`src/rtl/wdog_pkg.sv`:
```
package wdog_pkg;

  typedef logic [3:0] tmo_code_t;
  typedef logic [2:0] start_code_t;

  // normal period in ms; code 0 means the watchdog is off
  function automatic int unsigned tmo_ms(input tmo_code_t code);
    case (code)
      4'd1:    return 1;
      4'd2:    return 2;
      4'd3:    return 4;
      4'd4:    return 8;
      4'd5:    return 14;
      4'd6:    return 27;
      4'd7:    return 50;
      4'd8:    return 100;
      4'd9:    return 200;
      4'd10:   return 400;
      4'd11:   return 750;
      4'd12:   return 1400;
      4'd13:   return 2700;
      4'd14:   return 5000;
      4'd15:   return 10000;
      default: return 0;
    endcase
  endfunction

  // grace period in ms; code 0 means no grace window
  function automatic int unsigned start_ms(input start_code_t code);
    case (code)
      3'd1:    return 30000;
      3'd2:    return 40000;
      3'd3:    return 80000;
      3'd4:    return 120000;
      3'd5:    return 160000;
      3'd6:    return 220000;
      3'd7:    return 300000;
      default: return 0;
    endcase
  endfunction

endpackage

```
`src/rtl/wdog_sync_edge.sv`:
```
module wdog_sync_edge #(
  parameter int STAGES = 2
) (
  input  logic clk,
  input  logic rst_n,
  input  logic din,
  output logic edge_o
);
  // STAGES synchroniser flops plus one history flop
  logic [STAGES:0] sh_q;
  logic [STAGES:0] sh_d;

  always_comb begin
    sh_d = {sh_q[STAGES-1:0], din};
  end

  always_ff @(posedge clk or negedge rst_n) begin
    if (!rst_n) sh_q <= '0;
    else        sh_q <= sh_d;
  end

  assign edge_o = sh_q[STAGES] ^ sh_q[STAGES-1];
endmodule

```
`src/rtl/wdog_timer.sv`:
```
module wdog_timer
  import wdog_pkg::*;
#(
  parameter int CNT_W = 19
) (
  input  logic        clk,
  input  logic        rst_n,
  input  logic        tick,
  input  logic        hold,
  input  logic        svc_edge,
  input  tmo_code_t   cfg_tmo,
  input  start_code_t cfg_start,
  output logic        fault_o,
  output logic        expire_o
);
  logic [CNT_W-1:0] cnt_q, cnt_d, cnt_nxt;
  logic [CNT_W-1:0] lim_q, lim_d;
  logic [CNT_W-1:0] norm_lim, grace_lim;
  logic             fault_q, fault_d;
  logic             cnt_en;

  assign norm_lim  = CNT_W'(tmo_ms(cfg_tmo));
  assign grace_lim = CNT_W'(start_ms(cfg_start));
  assign cnt_nxt   = cnt_q + 1'b1;
  // a zero limit (watchdog off) never counts; a fault freezes the count
  assign cnt_en    = !hold && !svc_edge && tick && !fault_q && (lim_q != '0);
  assign expire_o  = cnt_en && (cnt_nxt >= lim_q);

  always_comb begin
    cnt_d   = cnt_q;
    lim_d   = lim_q;
    fault_d = fault_q;
    if (hold) begin
      cnt_d   = '0;
      fault_d = 1'b0;
      if (norm_lim == '0)       lim_d = '0;
      else if (grace_lim == '0) lim_d = norm_lim;
      else                      lim_d = grace_lim;
    end else if (svc_edge) begin
      cnt_d   = '0;
      fault_d = 1'b0;
      lim_d   = norm_lim;
    end else if (cnt_en) begin
      cnt_d = cnt_nxt;
      if (expire_o) fault_d = 1'b1;
    end
  end

  always_ff @(posedge clk or negedge rst_n) begin
    if (!rst_n) begin
      cnt_q   <= '0;
      lim_q   <= '0;
      fault_q <= 1'b0;
    end else begin
      cnt_q   <= cnt_d;
      lim_q   <= lim_d;
      fault_q <= fault_d;
    end
  end

  assign fault_o = fault_q;
endmodule

```
`src/rtl/wdog_rst_pulse.sv`:
```
module wdog_rst_pulse #(
  parameter int RST_MS = 200
) (
  input  logic clk,
  input  logic rst_n,
  input  logic tick,
  input  logic expire,
  input  logic rst_en,
  input  logic flag_clr,
  output logic rst_o,
  output logic cause_o
);
  localparam int RC_W = $clog2(RST_MS + 1);
  localparam logic [RC_W-1:0] RC_LAST = RC_W'(RST_MS - 1);

  logic [RC_W-1:0] rc_q, rc_d;
  logic            act_q, act_d;
  logic            cause_q, cause_d;
  logic            fire;

  assign fire = expire && rst_en && !act_q;

  always_comb begin
    act_d   = act_q;
    rc_d    = rc_q;
    cause_d = cause_q;
    if (fire) begin
      act_d = 1'b1;
      rc_d  = '0;
    end else if (act_q && tick) begin
      if (rc_q == RC_LAST) act_d = 1'b0;
      else                 rc_d  = rc_q + 1'b1;
    end
    if (fire)          cause_d = 1'b1;
    else if (flag_clr) cause_d = 1'b0;
  end

  always_ff @(posedge clk or negedge rst_n) begin
    if (!rst_n) begin
      act_q   <= 1'b0;
      rc_q    <= '0;
      cause_q <= 1'b0;
    end else begin
      act_q   <= act_d;
      rc_q    <= rc_d;
      cause_q <= cause_d;
    end
  end

  assign rst_o   = act_q;
  assign cause_o = cause_q;
endmodule

```
`src/rtl/wdog_supervisor.sv`:
```
module wdog_supervisor
  import wdog_pkg::*;
#(
  parameter int CNT_W       = 19,
  parameter int RST_MS      = 200,
  parameter int SYNC_STAGES = 2
) (
  input  logic       clk,
  input  logic       rst_n,
  input  logic       tick_ms,
  input  logic       enable,
  input  logic       ext_rst_i,
  input  logic       svc_i,
  input  logic [3:0] cfg_tmo,
  input  logic [2:0] cfg_start,
  input  logic       cfg_rst_en,
  input  logic       flag_clr,
  output logic       wdo_n,
  output logic       rst_req_o,
  output logic       cause_flag
);
  logic svc_edge;
  logic hold;
  logic fault;
  logic expire;

  assign hold = !enable || ext_rst_i || rst_req_o;

  wdog_sync_edge #(.STAGES(SYNC_STAGES)) u_sync (
    .clk    (clk),
    .rst_n  (rst_n),
    .din    (svc_i),
    .edge_o (svc_edge)
  );

  wdog_timer #(.CNT_W(CNT_W)) u_timer (
    .clk       (clk),
    .rst_n     (rst_n),
    .tick      (tick_ms),
    .hold      (hold),
    .svc_edge  (svc_edge),
    .cfg_tmo   (tmo_code_t'(cfg_tmo)),
    .cfg_start (start_code_t'(cfg_start)),
    .fault_o   (fault),
    .expire_o  (expire)
  );

  wdog_rst_pulse #(.RST_MS(RST_MS)) u_pulse (
    .clk      (clk),
    .rst_n    (rst_n),
    .tick     (tick_ms),
    .expire   (expire),
    .rst_en   (cfg_rst_en),
    .flag_clr (flag_clr),
    .rst_o    (rst_req_o),
    .cause_o  (cause_flag)
  );

  assign wdo_n = !fault;
endmodule

```
`config.mk`:
```
export PLATFORM = sky130hd
export DESIGN_NAME = wdog_supervisor
export DESIGN_NICKNAME = d
export VERILOG_FILES = /design/src/rtl/wdog_pkg.sv /design/src/rtl/wdog_sync_edge.sv /design/src/rtl/wdog_timer.sv /design/src/rtl/wdog_rst_pulse.sv /design/src/rtl/wdog_supervisor.sv
export SDC_FILE = /design/constraint.sdc
export NUM_CORES = 1
export LEC_CHECK = 0
export ABC_CLOCK_PERIOD_IN_PS = 8480
export BUFFER_PORTS_ARGS = -buffer_cell sky130_fd_sc_hd__buf_4
export CORE_UTILIZATION = 45
export DETAILED_ROUTE_END_ITERATION = 12
export PLACE_DENSITY = 0.69
export SYNTH_ARGS = -nofsm -noshare
export SYNTH_HDL_FRONTEND = slang
export SYNTH_SLANG_ARGS = --single-unit
export TNS_END_PERCENT = 50
```
`constraint.sdc`:
```
create_clock -name clk -period 8.48 [get_ports clk]
set_input_delay 1.272 -clock clk [delete_from_list [all_inputs] [get_ports clk]]
set_output_delay 1.272 -clock clk [all_outputs]
set_load 0.05 [all_outputs]
```
==> results.sh <==
export IMPL_most_common_layout_cells="dfrtp_1 (52), nand2_1 (30), inv_1 (29)"
export IMPL_maxCapViolCount=0
export IMPL_synth_seq_area_share_pct=34.3
export IMPL_h_tree_depth=2
export IMPL_drtPass1Iterations=9
export IMPL_skew_ns=0.00918
export IMPL_placedCellCount=520
export IMPL_synthCells=419
export IMPL_cts_tree="built"
export IMPL_clk_latency_ns=0.30
export IMPL_synthesis_area_mm2=0.00380
export IMPL_grt_antenna_before_repair=0
export IMPL_cp_arrival_ns=3.61
export IMPL_p_int_mw=0.360
export IMPL_slowest_stage="dfrtp_1"
export IMPL_wl_mm=8.21
export IMPL_fin_nets=463
export IMPL_rows=33
export IMPL_worstSetupPathType="register to register"
export IMPL_yosysWarnings=0
export IMPL_wl_per_cell_um=15.6
export IMPL_pwr_share_comb_pct=18.5
export IMPL_max_freq_mhz=290
export IMPL_fin_cells=528
export IMPL_dieWidth_um=93.8
export IMPL_tightest_slew_ns=0.876
export IMPL_violations="DRC"
export IMPL_power_frac_seq_pct=52.4
export IMPL_cp_max_fo=11
export IMPL_area_delta_synth_final_pct=6.43
export IMPL_final_common_cell="dfrtp_1"
export IMPL_period_share_pct=40.6
export IMPL_path_clk_slew_ns=0.09
export IMPL_stdcell_area_mm2=0.00404
export IMPL_cts_hold_buf=0
export IMPL_hpwl_mm=5.95
export IMPL_num_antenna_cells=0
export IMPL_place_area_mm2=0.00395
export IMPL_grt_use_total_pct=20.1
export IMPL_grt_remaining_overflow=0
export IMPL_p_switching_mw=0.147
export IMPL_max_stage_delay_ns=0.44
export IMPL_pin_count=18
export IMPL_finalHoldViolations=0
export IMPL_vias=3055
export IMPL_slew_viol_final=0
export IMPL_initial_core_util_pct=46.4
export IMPL_ys_ff_latch=52
export IMPL_drc=1
export IMPL_core_area_mm2=0.00818
export IMPL_hold_path_class="register to register"
export IMPL_timing_critical_path_mode_cell="ha_1"
export IMPL_grt_pass1_wl_mm=14.0
export IMPL_fin_crit_ns=3.45
export IMPL_ant_nets=0
export IMPL_crit_path_end_kind="register"
export IMPL_clk_path_buf_depth=2
export IMPL_status="finished, violations left"
export IMPL_ctsResizeCount=0
export IMPL_ys_types=63
export IMPL_port_buffers=17
export IMPL_cp_required_ns=8.65
export IMPL_ir_worst_vdd_mv=0.0783
export IMPL_drt_vias_per_instance=5.79
export IMPL_pre_cts_ws_ns=4.84
export IMPL_place_congestion=0.862
export IMPL_clkSinkCount=52
export IMPL_clkPwrFrac_pct=29.2
export IMPL_critical_path_cell_chain="ha_1, nand4_2, nor4_4, nand3_1, xnor2_1, ha_1, nand4_1, or3_1, nor3_1, a21o_1, a211oi_1"
export IMPL_setup_ws_ns=5.03
export IMPL_synth_edff_count=0
export IMPL_setup_violations=0
export IMPL_drive_gt1_share_pct=10.9
export IMPL_postLayoutCoreUtil_pct=49.4
export IMPL_grt_pass1_vias=2845
export IMPL_initialDrtViolationCount=128
export IMPL_synth_avg_cell_area_um2=9.06
export IMPL_post_cts_buffers=0
export IMPL_cts_buffers=5
export IMPL_leakagePower_nw=1.96
export IMPL_start_kind="register"
export IMPL_die_area_mm2=0.00881
export IMPL_fin_setup_tns_ns=0
export IMPL_die_h_um=93.8
export IMPL_switching_share_pct=29.0
export IMPL_grt_max_degree=53
export IMPL_synth_flop_cell="dfrtp_1"
export IMPL_power_density_mw_per_mm2=126
export IMPL_synthArstFlopShare_pct=100
export IMPL_cts_root_buf="clkbuf_8"
export IMPL_synth_nets=460
export IMPL_rsz0062_at_grt="false"
export IMPL_maxSlewHeadroom_pct=41.3
-- sequential cells by signal (all words and copies together), names as in the netlist --
name,count
u_sync.sh_q,3
u_pulse.rc_q,8
u_timer.fault_o,1
u_timer.cnt_q,19
u_pulse.rst_o,1
u_pulse.cause_o,1
u_timer.lim_q,19
-- synth_stat cells, drive strengths merged, types with 2 or more instances --
cell type | number | area [um2]
nor2 | 17 | 71.3
o2111ai | 2 | 35.0
mux2i | 5 | 50.1
nor2b | 7 | 43.8
xor2 | 16 | 148
or3 | 3 | 18.8
nand3 | 26 | 130
o32ai | 3 | 26.3
or2 | 2 | 12.5
a211oi | 10 | 75.1
o221ai | 4 | 35.0
and3 | 10 | 62.6
clkbuf | 11 | 41.3
nor3 | 11 | 60.1
a21oi | 22 | 110
a21o | 10 | 75.1
a22o | 2 | 17.5
o211ai | 2 | 15.0
o21a | 3 | 22.5
nor4 | 6 | 52.6
nand4 | 8 | 71.3
mux2 | 11 | 124
a2bb2oi | 2 | 17.5
nand2 | 30 | 113
o21ai | 16 | 80.1
nand2b | 12 | 75.1
o22ai | 8 | 50.1
a31oi | 5 | 31.3
nor3b | 2 | 15.0
dfrtp | 52 | 1300
xnor2 | 13 | 114
ha | 26 | 325
buf | 11 | 75.1
a22oi | 2 | 15.0
inv | 29 | 109
and2 | 2 | 12.5
-- power by group through the flow --
stage | clock network, mW | logic, mW | registers [mW]
after floorplan | 0 | 0.0667 | 0.268
after global placement | 0 | 0.0905 | 0.271
after detailed placement | 0 | 0.0930 | 0.271
after CTS | 0.151 | 0.0933 | 0.266
after global routing | 0.162 | 0.105 | 0.267
final | 0.148 | 0.0937 | 0.266
-- worst paths after layout --
check,start,end,slack (ns),cells past startpoint
min in group asynchronous,rst_n,u_timer.cnt_q[3],1.00,1
worst min register to register,u_sync.sh_q[0],u_sync.sh_q[1],0.37,0
worst max register to register,u_timer.cnt_q[0],u_pulse.rc_q[4],5.03,11
worst max-delay path,u_timer.cnt_q[0],u_pulse.rc_q[4],5.03,11
max in group asynchronous,rst_n,u_timer.lim_q[12],7.04,1
worst min-delay path,u_sync.sh_q[0],u_sync.sh_q[1],0.37,0
-- metrics by stage --
stage	total power, mW	hold slack [ns]
2_1_floorplan	0.335	0.331
3_3_place_gp	0.361	0.347
3_5_place_dp	0.364	0.348
4_1_cts	0.510	0.370
5_1_grt	0.535	0.371
6_report	0.508	0.371
-- worst max-delay path: cells and delay by family (launching register included) --
kind | cells | cell delay [ns]
AOI/OAI and AO/OA | 2 | 0.54
xor gates and xnor gates | 1 | 0.19
and+or+nand+nor | 6 | 1.57
adders and majority gates | 2 | 0.56
DFF | 1 | 0.44
-- cell type report --
cell class / instances / area [um2]
Inverter: 29 / 109
Clock inverter: 1 / 7.51
Sequential cell: 52 / 1300
Tap cell: 105 / 131
Timing Repair Buffer: 18 / 135
Clock buffer: 7 / 86.3
Fill cell: 766 / 4140
Multi-Input combinational cell: 316 / 2270
-- kinds of logic (layout without fill, tap and decap cells) --
family / after synthesis / after routing / synth area share [%]
adder cells (fa/ha/maj): 26 / 26 / 8.57
AND/OR/NAND/NOR: 143 / 143 / 21.3
AO/OA/AOI/OAI: 102 / 102 / 18.5
multiplexers: 16 / 16 / 4.58
XOR/XNOR: 29 / 29 / 6.89
buffers and inverters: 51 / 55 / 5.93
flip-flops: 52 / 52 / 34.3
-- routing by layer --
layer | vias to the layer above | global-route usage, % | wire length (um)
li1 | 1522 | - | -
met1 | 1473 | 28.1 | 3910
met2 | 52 | 32.5 | 4000
met3 | 8 | 2.83 | 206
met4 | 0 | 5.26 | 89
met5 | - | 0 | 0
(Power assumes the default switching activity.)
